## src/rtl/qadc_pkg.sv

```systemverilog
package qadc_pkg;
  localparam int NUM_CH = 4;
  localparam int NUM_BUS = 2;

  typedef struct packed {
    logic capFirst;
    logic capSecond;
    logic primed;
    logic restart;
  } qadc_strobe_t;
endpackage

```

## src/rtl/qadc_ctrl.sv

```systemverilog
module qadc_ctrl
  import qadc_pkg::*;
#(
  parameter int PER_W       = 18,
  parameter int MIN_PERIOD  = 20,
  parameter int MAX_PERIOD  = 200000,
  parameter int DEAD_W      = 4,
  parameter int SETTLE      = 6,
  parameter int SAMPLE_WAIT = 4
) (
  input  logic              clk,
  input  logic              rst,
  input  logic              enable,
  input  logic [PER_W-1:0]  periodCfg,
  input  logic [DEAD_W-1:0] deadCfg,
  output logic              startConv,
  output logic [3:0]        enN,
  output qadc_strobe_t      strobe
);
  localparam int DEAD_MAX = MIN_PERIOD - 1 - SETTLE - 2 * SAMPLE_WAIT;
  localparam logic [PER_W-1:0] MIN_P = PER_W'(MIN_PERIOD);
  localparam logic [PER_W-1:0] MAX_P = PER_W'(MAX_PERIOD);
  localparam logic [DEAD_W-1:0] D_MAX = DEAD_W'(DEAD_MAX);
  localparam logic [PER_W-1:0] FIRST_ON = PER_W'(SETTLE);
  localparam logic [PER_W-1:0] FIRST_CAP = PER_W'(SETTLE + SAMPLE_WAIT);
  localparam logic [PER_W-1:0] WAIT_P = PER_W'(SAMPLE_WAIT);

  logic              active;
  logic [PER_W-1:0]  cnt;
  logic [PER_W-1:0]  perQ;
  logic [DEAD_W-1:0] deadQ;
  logic [1:0]        primeCnt;

  logic [PER_W-1:0]  perClamp;
  logic [DEAD_W-1:0] deadClamp;
  logic [PER_W-1:0]  halfQ;
  logic [PER_W-1:0]  secStart;
  logic              run;
  logic              lastCnt;
  logic              firstLo;
  logic              secondLo;
  logic              startD;
  logic [3:0]        enD;

  always_comb begin
    if (periodCfg < MIN_P)      perClamp = MIN_P;
    else if (periodCfg > MAX_P) perClamp = MAX_P;
    else                        perClamp = periodCfg;
    if (deadCfg == '0)          deadClamp = DEAD_W'(1);
    else if (deadCfg > D_MAX)   deadClamp = D_MAX;
    else                        deadClamp = deadCfg;
  end

  always_comb begin
    run      = active && enable;
    halfQ    = perQ >> 1;
    lastCnt  = (cnt == perQ - PER_W'(1));
    secStart = FIRST_CAP + PER_W'(deadQ);
    firstLo  = (cnt >= FIRST_ON) && (cnt < FIRST_CAP);
    secondLo = (cnt >= secStart) && (cnt < secStart + WAIT_P);
    startD   = run && (cnt < halfQ);
    enD      = run ? ~{secondLo, firstLo, secondLo, firstLo} : 4'hF;
    strobe.capFirst  = run && (cnt == FIRST_CAP);
    strobe.capSecond = run && (cnt == secStart + WAIT_P);
    strobe.primed    = (primeCnt == 2'd3);
    strobe.restart   = !run;
  end

  always_ff @(posedge clk) begin
    if (rst || !enable) begin
      active    <= 1'b0;
      cnt       <= '0;
      perQ      <= MIN_P;
      deadQ     <= DEAD_W'(1);
      primeCnt  <= '0;
      startConv <= 1'b0;
      enN       <= 4'hF;
    end else if (!active) begin
      active    <= 1'b1;
      cnt       <= '0;
      perQ      <= perClamp;
      deadQ     <= deadClamp;
      primeCnt  <= '0;
      startConv <= 1'b0;
      enN       <= 4'hF;
    end else begin
      startConv <= startD;
      enN       <= enD;
      if (lastCnt) begin
        cnt   <= '0;
        perQ  <= perClamp;
        deadQ <= deadClamp;
        if (primeCnt != 2'd3) primeCnt <= primeCnt + 2'd1;
      end else begin
        cnt <= cnt + PER_W'(1);
      end
    end
  end
endmodule

```

## src/rtl/qadc_dpath.sv

```systemverilog
module qadc_dpath
  import qadc_pkg::*;
#(
  parameter int DATA_W = 14,
  parameter int SAMP_W = 16
) (
  input  logic                       clk,
  input  logic                       rst,
  input  qadc_strobe_t               strobe,
  input  logic [DATA_W:0]            busAB,
  input  logic [DATA_W:0]            busCD,
  output logic [NUM_CH-1:0]          outValid,
  output logic [NUM_CH*DATA_W-1:0]   outData,
  output logic [NUM_CH-1:0]          outOvf,
  output logic [NUM_CH*SAMP_W-1:0]   outSample
);
  logic [SAMP_W-1:0] sampIdx;
  logic [DATA_W:0]   busArr [NUM_BUS];

  assign busArr[0] = busAB;
  assign busArr[1] = busCD;

  always_ff @(posedge clk) begin
    if (rst || strobe.restart)               sampIdx <= '0;
    else if (strobe.capSecond && strobe.primed) sampIdx <= sampIdx + SAMP_W'(1);
  end

  for (genvar ch = 0; ch < NUM_CH; ch++) begin : g_ch
    localparam int BUS = ch / 2;
    logic              slotCap;
    logic              validQ;
    logic              ovfQ;
    logic [DATA_W-1:0] dataQ;
    logic [SAMP_W-1:0] sampQ;

    if (ch % 2 == 0) begin : g_first
      assign slotCap = strobe.capFirst;
    end else begin : g_second
      assign slotCap = strobe.capSecond;
    end

    always_ff @(posedge clk) begin
      if (rst || strobe.restart) validQ <= 1'b0;
      else                       validQ <= slotCap && strobe.primed;
      if (slotCap && strobe.primed) begin
        dataQ <= {~busArr[BUS][DATA_W-1], busArr[BUS][DATA_W-2:0]};
        ovfQ  <= busArr[BUS][DATA_W];
        sampQ <= sampIdx;
      end
    end

    assign outValid[ch]                     = validQ;
    assign outOvf[ch]                       = ovfQ;
    assign outData[ch*DATA_W +: DATA_W]     = dataQ;
    assign outSample[ch*SAMP_W +: SAMP_W]   = sampQ;
  end
endmodule

```

## src/rtl/quad_adc_sequencer.sv

```systemverilog
module quad_adc_sequencer
  import qadc_pkg::*;
#(
  parameter int DATA_W      = 14,
  parameter int PER_W       = 18,
  parameter int MIN_PERIOD  = 20,
  parameter int MAX_PERIOD  = 200000,
  parameter int DEAD_W      = 4,
  parameter int SETTLE      = 6,
  parameter int SAMPLE_WAIT = 4,
  parameter int SAMP_W      = 16
) (
  input  logic                      clk,
  input  logic                      rst,
  input  logic                      enable,
  input  logic [PER_W-1:0]          periodCfg,
  input  logic [DEAD_W-1:0]         deadCfg,
  input  logic [DATA_W:0]           busAB,
  input  logic [DATA_W:0]           busCD,
  output logic                      startConv,
  output logic [3:0]                enN,
  output logic [3:0]                outValid,
  output logic [4*DATA_W-1:0]       outData,
  output logic [3:0]                outOvf,
  output logic [4*SAMP_W-1:0]       outSample
);
  qadc_strobe_t strobe;

  qadc_ctrl #(
    .PER_W(PER_W), .MIN_PERIOD(MIN_PERIOD), .MAX_PERIOD(MAX_PERIOD),
    .DEAD_W(DEAD_W), .SETTLE(SETTLE), .SAMPLE_WAIT(SAMPLE_WAIT)
  ) u_ctrl (
    .clk(clk), .rst(rst), .enable(enable),
    .periodCfg(periodCfg), .deadCfg(deadCfg),
    .startConv(startConv), .enN(enN), .strobe(strobe)
  );

  qadc_dpath #(.DATA_W(DATA_W), .SAMP_W(SAMP_W)) u_dpath (
    .clk(clk), .rst(rst), .strobe(strobe),
    .busAB(busAB), .busCD(busCD),
    .outValid(outValid), .outData(outData),
    .outOvf(outOvf), .outSample(outSample)
  );
endmodule

```

## config.mk

```make
export PLATFORM = sky130hd
export DESIGN_NAME = quad_adc_sequencer
export DESIGN_NICKNAME = d
export VERILOG_FILES = /design/src/rtl/qadc_pkg.sv /design/src/rtl/qadc_ctrl.sv /design/src/rtl/qadc_dpath.sv /design/src/rtl/quad_adc_sequencer.sv
export SDC_FILE = /design/constraint.sdc
export NUM_CORES = 1
export LEC_CHECK = 0
export BUFFER_PORTS_ARGS = -buffer_cell sky130_fd_sc_hd__buf_2
export CAP_MARGIN = 40
export CORE_MARGIN = 2
export CORE_UTILIZATION = 41
export CTS_CLUSTER_DIAMETER = 80
export DETAILED_ROUTE_END_ITERATION = 10
export PLACE_DENSITY = 0.75
export RECOVER_POWER = 50
export SYNTH_ARGS = -nofsm -noshare
export SYNTH_HDL_FRONTEND = slang
export SYNTH_SLANG_ARGS = --single-unit
```

## constraint.sdc

```tcl
create_clock -name clk -period 5.3 [get_ports clk]
set_input_delay 0.265 -clock clk [delete_from_list [all_inputs] [get_ports clk]]
set_output_delay 0.265 -clock clk [all_outputs]
set_load 0.02 [all_outputs]
```

==> results of run 1 <==
cell families after synthesis:
group / Yosys count / share of synthesized area (%)
multiplexers: 6 / 0.824
buffers and inverters: 118 / 8.38
adder cells (fa/ha/maj): 32 / 5.35
AO/OA/AOI/OAI: 100 / 9.66
XOR/XNOR: 52 / 6.12
AND/OR/NAND/NOR: 222 / 15.3
flip-flops: 156 / 54.4
through the flow:
step	setup WS [ps]	hold WS (ps)	instance area (um2)
floorplan	1190	364	7440
global placement	1340	445	8270
detailed placement	1290	449	8300
CTS	1220	10.3	8860
global route	1010	10.8	8720
finish	1190	27.4	8720
cell type report:
cell class / count / share of cell area, %
Clock buffer: 18 / 4.92
Clock inverter: 14 / 1.55
Inverter: 48 / 2.07
Multi-Input combinational cell: 412 / 32.0
Sequential cell: 156 / 46.4
Tap cell: 229 / 3.29
Timing Repair Buffer: 193 / 9.78
Yosys cell counts, types with 3 or more instances:
cell	number	area share [%]
and2_1	3	0.25
xnor2_1	30	3.5
o211ai_1	3	0.30
o22ai_1	3	0.25
nor2_1	64	3.2
o32ai_1	7	0.82
nand2b_1	3	0.25
nand4_1	11	0.93
nand3b_1	3	0.30
a21o_1	6	0.61
o31ai_1	3	0.30
xor2_1	22	2.6
nor3_1	23	1.5
a21oi_1	26	1.7
a32oi_1	3	0.35
ha_1	31	5.2
nand2_1	36	1.8
a22oi_1	3	0.30
nor2b_1	5	0.42
buf_2	3	0.20
a211oi_1	12	1.2
buf_4	43	4.3
a41oi_1	3	0.35
clkbuf_1	21	1.1
nor4_1	16	1.3
and3_1	8	0.67
or4_1	5	0.50
inv_1	48	2.4
o21ai_0	13	0.87
edfxtp_1	92	37
dfxtp_1	64	17
nand3_1	25	1.7
mux2i_1	5	0.67
or3_1	8	0.67
registers in the layout (all words and copies together), names as in the netlist:
name / flops
u_dpath.g_ch.dataQ: 56
u_dpath.g_ch.sampQ: 32
u_ctrl.cnt: 18
u_ctrl.perQ: 18
u_dpath.sampIdx: 16
u_ctrl.deadQ: 4
u_dpath.g_ch.ovfQ: 4
u_ctrl.enN: 2
u_ctrl.primeCnt: 2
u_dpath.g_ch.validQ: 2
u_ctrl.active: 1
u_ctrl.startConv: 1
power by group:
part / internal (mW) / switching [mW] / total (mW)
Clock: 0.619 / 0.521 / 1.14
Combinational: 0.0492 / 0.0826 / 0.132
Sequential: 1.28 / 0.0131 / 1.30
worst max-delay path by stage:
stage	startpoint	to	slack (ps)	cells after the start
after global placement	u_ctrl.perQ[3]	u_ctrl.cnt[9]	1340	8
after detailed placement	u_ctrl.perQ[3]	u_ctrl.cnt[17]	1290	8
after global routing	u_ctrl.perQ[3]	u_ctrl.cnt[17]	1010	8
final	u_ctrl.perQ[3]	u_ctrl.cnt[17]	1190	8
after CTS	u_ctrl.perQ[3]	u_ctrl.cnt[17]	1220	8
after floorplan	u_ctrl.deadQ[1]	u_dpath.g_ch[1].dataQ[0]	1190	8
routing by layer:
layer  global-route usage [%]  part of all wire [%]  up-vias  wire length [um]
li1                         -                     -     2716                 -
met5                        0                     0        -                 0
met4                     7.12                   2.6        0               483
met1                     22.2                    41     2660              7670
met2                     35.4                    51      210              9620
met3                     4.39                   5.4       39              1020
==> results.yml, run 1 <==
critical_path:
  path_class: "flop to flop"
  r2r_slack_ps: 1190
  critPathSlowestCell: "o21bai_2"
  worstPathRequired_ps: 5610
  path_cells: "or4_4 -> or4_4 -> or3_4 -> a22oi_1 -> nand4_1 -> o21bai_2 -> buf_4 -> nor2_1"
  path_buf_inv: 1
  cpMostUsedCell: "or4_4"
  crit_path_end_kind: "flop"
  crit_path_max_fanout: 19
  rr_startpoint: "u_ctrl.perQ[3]"
  critical-path-top-delay-family: "simple AND/OR/NAND/NOR gates"
  r2r.worst_path.cells: 8
  slowest_delay_ps: 880
  start_kind: "flop"
  arrival_ps: 4420
  r2r_end: "u_ctrl.cnt[17]"
synthesis:
  synth_edf_count: 92
  ys_async_sr_fraction_pct: 0
  syn_avg_cell_area_um2: 10.8
  syn_area_um2: 7440
  syn_inst: 686
  seq_area_frac_synth_pct: 54.4
  synth_seq_cells: 156
  yosys_most_used_dff: "edfxtp_1"
  synth.distinct_cells: 62
  yosys_warnings: 0
  syn_nets: 772
global_route:
  gr-usage-all-layers_pct: 19.4
  first_global_vias: 5477
  grt_max_degree: 47
  grt_pass1_wl_um: 29200
  grt_overflow: 0
  antenna_found_initial: 0
routing:
  via_per_inst: 5.26
  num_vias: 5625
  drt_iter0_markers: 334
  ant_nets: 0
  wirelength_um: 18800
  drt_first_pass_iters: 4
  drcViolationCount: 0
  wl_per_cell_um: 17.6
min_path:
  holdPathEnd: "u_dpath.g_ch[1].dataQ[2]"
  hold_path_class: "primary input to flop"
  worstHoldStart: "busAB[2]"
  min_path_cells: 1
layout:
  syn2layout_area_growth_pct: 17.2
  layout.nets: 914
  drive_gt1_share_pct: 14.4
  register_area_um2: 4040
  layout_common_cells: "clkbuf_1, edfxtp_1, buf_2, dfxtp_1, nor2_1"
  multi_input_area_um2: 2790
  n_fill_cell: 1677
  n_antenna_cell: 0
  utilization_pct: 48.7
  final_cells: 1070
  mostFrequentLayoutCell: "clkbuf_1"
placed_design:
  io_buffer_count: 187
  dpl.hpwl_um: 14400
  place_congestion: 0.881
  placed_cells: 1038
floorplanning:
  die_area_um2: 19200
  die_x_um: 139
  rows: 49
  start_util_pct: 41.5
  core-area_um2: 17900
  ios: 188
  die_h_um: 139
timing:
  maxSlewViolCount: 0
  slew-limit-headroom_pct: 43.7
  fin_crit_sh_pct: 77.6
  setup-tns-final_ps: 0
  fmax_mhz: 243
  worst_slew_pin_slew_ps: 844
  setup_violations: 0
  rsz0062_at_grt: "no"
  hold_viol_final: 0
  min_period_ps: 4110
  finClkSkew_ps: 11.4
cts:
  post_cts_buffers: 0
  cts_resized: 0
  htreeDepth: 4
  ctsRootBufferMaster: "clkbuf_16"
  cts_sinks: 156
  numCtsBuffers: 17
  clock_latency_ps: 420
  cts.reportedPaths.clkPinSlew_ps: 70
  clk_path_buf_depth: 2
  cts_tree: "built"
  cts_hold_buf: 0
power_and_ir_drop:
  cellLeakagePower_nw: 3.28
  total_power_mw: 2.57
  vdd_ir_drop_max_mv: 0.189
  p_per_area_nw_per_um2: 295
status:
  status: "finished clean"
job:
  cap_viol_max_count: 0
Note: power is estimated with default switching activity, not from simulation.
==> run 2: changes to the inputs <==
PLACE_DENSITY = 0.72   (was 0.75)
clock period = 4.2 ns   (was 5.3 ns; I/O delays follow)
==> results.yml, run 2 (synthesized netlist as in run 1, its figures left out) <==
cts:
  cts_resized: 0
  clk_path_buf_depth: 2
  cts_tree: "built"
  clock_latency_ps: 430
  post_cts_buffers: 0
  cts_sinks: 156
  cts.reportedPaths.clkPinSlew_ps: 70
  numCtsBuffers: 17
  cts_hold_buf: 28
  ctsRootBufferMaster: "clkbuf_16"
  htreeDepth: 4
timing:
  rsz0062_at_grt: "no"
  fmax_mhz: 287
  finClkSkew_ps: 11.7
  maxSlewViolCount: 0
  setup_violations: 0
  setup-tns-final_ps: 0
  min_period_ps: 3480
  slew-limit-headroom_pct: 39.0
  worst_slew_pin_slew_ps: 907
  layout_setup_ws_ps: 719
  hold_viol_final: 0
  fin_crit_sh_pct: 82.9
critical_path:
  crit_start: "u_ctrl.perQ[3]"
  path_class: "flop to flop"
  start_kind: "flop"
  r2r_end: "u_ctrl.perQ[7]"
  rr_startpoint: "u_ctrl.perQ[3]"
  crit_end: "u_ctrl.perQ[7]"
  crit_path_max_fanout: 28
  arrival_ps: 3780
  r2r.worst_path.cells: 8
  crit_path_end_kind: "flop"
  r2r_slack_ps: 720
  worstPathRequired_ps: 4500
routing:
  wirelength_um: 19300
  via_per_inst: 5.23
  drt_first_pass_iters: 5
  ant_nets: 0
  wl_per_cell_um: 17.5
  drt_iter0_markers: 352
  num_vias: 5739
  drcViolationCount: 0
global_route:
  antenna_found_initial: 0
  grt_max_degree: 47
  grt_pass1_wl_um: 29500
  gr-usage-all-layers_pct: 19.7
  first_global_vias: 5353
  grt_overflow: 0
power_and_ir_drop:
  p_comb_share_pct: 5.6
  p_per_area_nw_per_um2: 371
  seqPwrFrac_pct: 49.2
  internal_power_mw: 2.54
  vdd_ir_drop_max_mv: 0.295
  clkPwrFrac_pct: 45.3
  cellLeakagePower_nw: 3.38
  power_switching_share_pct: 23.9
  switchingPower_uw: 796
  total_power_mw: 3.33
status:
  status: "finished clean"
placed_design:
  io_buffer_count: 187
  dpl.hpwl_um: 14000
  place_congestion: 0.985
  dp_slack_ps: 766
job:
  cap_viol_max_count: 0
layout:
  max_flop_register: "u_dpath.g_ch.dataQ"
  largest_reg_flops: 56
  n_antenna_cell: 0
  top_regs: "u_dpath.g_ch.dataQ (56), u_dpath.g_ch.sampQ (32)"
  mostFrequentLayoutCell: "clkbuf_1"
  syn2layout_area_growth_pct: 20.8
  drive_gt1_share_pct: 13.6
  layout_common_cells: "clkbuf_1, edfxtp_1, buf_2, dfxtp_1, nor2_1"
  layout.nets: 942
min_path:
  hold_path_class: "primary input to flop"
floorplanning:
  rows: 49
  die_area_um2: 19200
  start_util_pct: 41.5
  die_h_um: 139
  core-area_um2: 17900
  die_x_um: 139
  ios: 188
==> run 2: how the worst min path moves through the flow <==
stage	end	cells after the start	startpoint	slack, ps
6_report	u_dpath.g_ch[0].dataQ[13]	2	busAB[13]	40
5_1_grt	u_dpath.g_ch[1].dataQ[13]	2	busAB[13]	30
4_1_cts	u_ctrl.enN[2]	2	rst	6
3_5_place_dp	u_dpath.g_ch[0].dataQ[4]	1	busAB[4]	400
3_3_place_gp	u_dpath.g_ch[0].dataQ[4]	1	busAB[4]	400
2_1_floorplan	u_dpath.g_ch[0].dataQ[0]	0	busAB[0]	310
==> run 2: critical path: stages, from the launching register on <==
cell and delay (ps):
dfxtp_1 370, or4_4 680, or4_4 570, or3_4 390
a22oi_1 200, nand4_1 420, o21bai_2 250, buf_4 320
o32ai_1 140
==> run 2: power groups by stage <==
stage	clock [mW]	sequential (mW)	combinational, mW
finish	1.51	1.64	0.186
global route	1.60	1.64	0.206
CTS	1.54	1.64	0.187
detailed placement	0	1.67	0.165
global placement	0	1.67	0.163
floorplan	0	1.66	0.112
==> run 2: cell type report <==
| cell class | count | area, um2 |
|---|---|---|
| inverters | 48 | 180 |
| flip-flops and latches | 156 | 4040 |
| fillers | 1690 | 8910 |
| repair buffers | 221 | 1110 |
| clock inverters | 14 | 148 |
| multi-input cells | 412 | 2790 |
| well taps | 229 | 287 |
| clock buffers | 18 | 429 |
==> run 2: stage by stage <==
stage	area (um2)	hold slack [ps]	utilization [%]	std cells
floorplan	7440	309	-	686
global placement	8280	399	46.3	1038
detailed placement	8280	402	46.3	1038
CTS	9140	6.32	51.0	1098
global route	8990	29.5	50.2	1098
finish	8990	40.0	50.2	1098
==> run 2: routing by layer <==
layer | vias to the layer above | wire (um) | track usage (%)
li1 | 2774 | - | -
met1 | 2694 | 7930 | 23.3
met2 | 234 | 9730 | 35.3
met3 | 37 | 1070 | 3.63
met4 | 0 | 536 | 8.45
met5 | - | 0 | 0
==> run 3: changes to the inputs <==
ABC_AREA = 1   (was default)
clock period = 3.3 ns   (was 4.2 ns; I/O delays follow)
==> results.yml, run 3 <==
floorplanning:
  die_x_um: 142
  ios: 188
  start_util_pct: 41.8
  core-area_um2: 18800
  die_area_um2: 20300
  die_h_um: 142
  rows: 50
placed_design:
  placed_cells: 1203
  dpl.hpwl_um: 13400
  dp_slack_ps: 569
  place_congestion: 0.905
  io_buffer_count: 187
synthesis:
  ys_async_sr_fraction_pct: 0
  syn_inst: 830
  yosys.cell_count.top_type: "nand2_1"
  seq_area_frac_synth_pct: 51.5
  yosys_most_used_dff: "edfxtp_1"
  synth.distinct_cells: 49
  syn_area_um2: 7850
  synth_seq_cells: 156
  syn_nets: 916
  syn_avg_cell_area_um2: 9.45
  synth_area_leaders: "edfxtp_1, dfxtp_1, nand2_1"
  netlist.area_leader.share_pct: 35.2
  synth.largest_area_cell: "edfxtp_1"
  synth_edf_count: 92
  synth_common_cells: "nand2_1, inv_1, edfxtp_1, nand3_1, nor2_1"
  yosys_warnings: 0
cts:
  numCtsBuffers: 17
  cts_resized: 0
  cts_sinks: 156
  htreeDepth: 4
  cts_tree: "built"
  ctsRootBufferMaster: "clkbuf_16"
  cts.reportedPaths.clkPinSlew_ps: 70
  clock_latency_ps: 430
  clk_path_buf_depth: 2
global_route:
  grt_max_degree: 49
  grt_overflow: 0
  antenna_found_initial: 0
  gr-usage-all-layers_pct: 18.1
  first_global_vias: 5862
  grt_pass1_wl_um: 28500
critical_path:
  arrival_ps: 3120
  path_class: "flop to flop"
  start_kind: "flop"
  r2r.worst_path.cells: 14
  crit_path_max_fanout: 5
  rr_startpoint: "u_ctrl.deadQ[1]"
  worstPathRequired_ps: 3660
  crit_start: "u_ctrl.deadQ[1]"
  crit_end: "u_dpath.sampIdx[12]"
  crit_path_end_kind: "flop"
  r2r_slack_ps: 540
  r2r_end: "u_dpath.sampIdx[12]"
layout:
  max_flop_register: "u_dpath.g_ch.dataQ"
  utilization_pct: 50.6
  n_fill_cell: 1762
  final_cells: 1265
  n_antenna_cell: 0
  syn2layout_area_growth_pct: 21.1
  largest_reg_flops: 56
  mostFrequentLayoutCell: "nand2_1"
  layout_common_cells: "nand2_1, clkbuf_1, inv_1, edfxtp_1, nand3_1"
  top_regs: "u_dpath.g_ch.dataQ (56), u_dpath.g_ch.sampQ (32)"
  drive_gt1_share_pct: 16.0
  layout.nets: 1104
routing:
  drt_first_pass_iters: 5
  drcViolationCount: 0
  via_per_inst: 4.89
  ant_nets: 0
  wl_per_cell_um: 14.4
  wirelength_um: 18200
  num_vias: 6186
  drt_iter0_markers: 258
timing:
  fin_crit_sh_pct: 83.6
  hold_viol_final: 0
  worst_slew_pin_slew_ps: 865
  min_period_ps: 2760
  finClkSkew_ps: 12.7
  layout_setup_ws_ps: 542
  fmax_mhz: 363
  rsz0062_at_grt: "no"
  slew-limit-headroom_pct: 42.3
  maxSlewViolCount: 0
  setup_violations: 0
  setup-tns-final_ps: 0
power_and_ir_drop:
  cellLeakagePower_nw: 3.94
  p_per_area_nw_per_um2: 456
  vdd_ir_drop_max_mv: 0.326
  total_power_mw: 4.34
min_path:
  min_path_cells: 3
  hold_path_class: "primary input to flop"
status:
  status: "finished clean"
job:
  cap_viol_max_count: 0
[run 3: cell count changes after synthesis, moves of 7 or more]
cell      previous run  this run
or3_1                8         0
and3_1               8         1
o32ai_1              7         0
nor2_2               0         8
nor2_1              64        72
nand2_1             36       149
nor2_4               0        17
clkbuf_1            21         2
nand3_1             25        81
inv_1               48        96
xnor2_1             30         9
a211oi_1            12         1
[run 3: report_power, final]
part / total (mW) / switching [mW] / internal [mW]
Sequential: 2.08 / 0.0184 / 2.06
Combinational: 0.255 / 0.148 / 0.106
Clock: 2.00 / 0.906 / 1.10
Total: 4.34 / 1.07 / 3.27
[run 3: cell type report]
type                            count  area (um2)  area share, %
Timing Repair Buffer              222        1140           12.0
Clock buffer                       17         425           4.48
Clock inverter                     15         196           2.07
Multi-Input combinational cell    518        3020           31.8
Inverter                          103         387           4.07
Sequential cell                   156        4040           42.6
Tap cell                          234         293           3.08
[run 3: kinds of logic (layout without fill, tap and decap cells)]
family / after synthesis / count (layout) / synth area share (%)
buffers and inverters: 156 / 357 / 10.0
AND/OR/NAND/NOR: 403 / 403 / 25.9
AO/OA/AOI/OAI: 51 / 51 / 3.75
XOR/XNOR: 33 / 33 / 3.78
adder cells (fa/ha/maj): 31 / 31 / 4.94
flip-flops: 156 / 156 / 51.5
[run 3: worst min path at each step]
| stage | from | end | slack [ps] |
|---|---|---|---|
| after CTS | periodCfg[16] | u_ctrl.perQ[16] | 4 |
| after detailed placement | busAB[2] | u_dpath.g_ch[0].dataQ[2] | 360 |
| after global routing | periodCfg[16] | u_ctrl.perQ[16] | 30 |
| final | periodCfg[16] | u_ctrl.perQ[16] | 10 |
| after global placement | busCD[1] | u_dpath.g_ch[3].dataQ[1] | 350 |
| after floorplan | busAB[0] | u_dpath.g_ch[0].dataQ[0] | 260 |
[run 3: worst max-delay path: stages, from the launching register on]
cell     delay [ps]
dfxtp_1         350
ha_1            220
xnor2_1         270
ha_1            220
xor2_1           70
ha_1            310
nand4_1         140
nor3_2          180
nand3_2         160
nor2_4          150
nand2_2          90
nor2_4          130
nand2_1          80
or2_0           210
a21oi_1         110
[run 3: per-layer routing]
layer	vias to the layer above	part of all wire, %	track usage, %
li1	3116	-	-
met1	2811	41	20.5
met2	223	50	32.6
met3	36	6.0	3.90
met4	0	2.7	8.08
met5	-	0	0
[run 3: stage by stage]
step                      hold WS [ps]  area [um2]
after global routing              27.0        9500
after detailed placement           356        8730
after CTS                         4.28        9650
after floorplan                    264        7850
final                             13.4        9500
after global placement             354        8730
[run 3: repair_timing]
item | 4_1_cts | 5_1_grt
setup endpoints to repair | 0 | 0
hold endpoints to repair | 60 | 0
hold buffers | 30 | 0
buffers inserted | 0 | 0
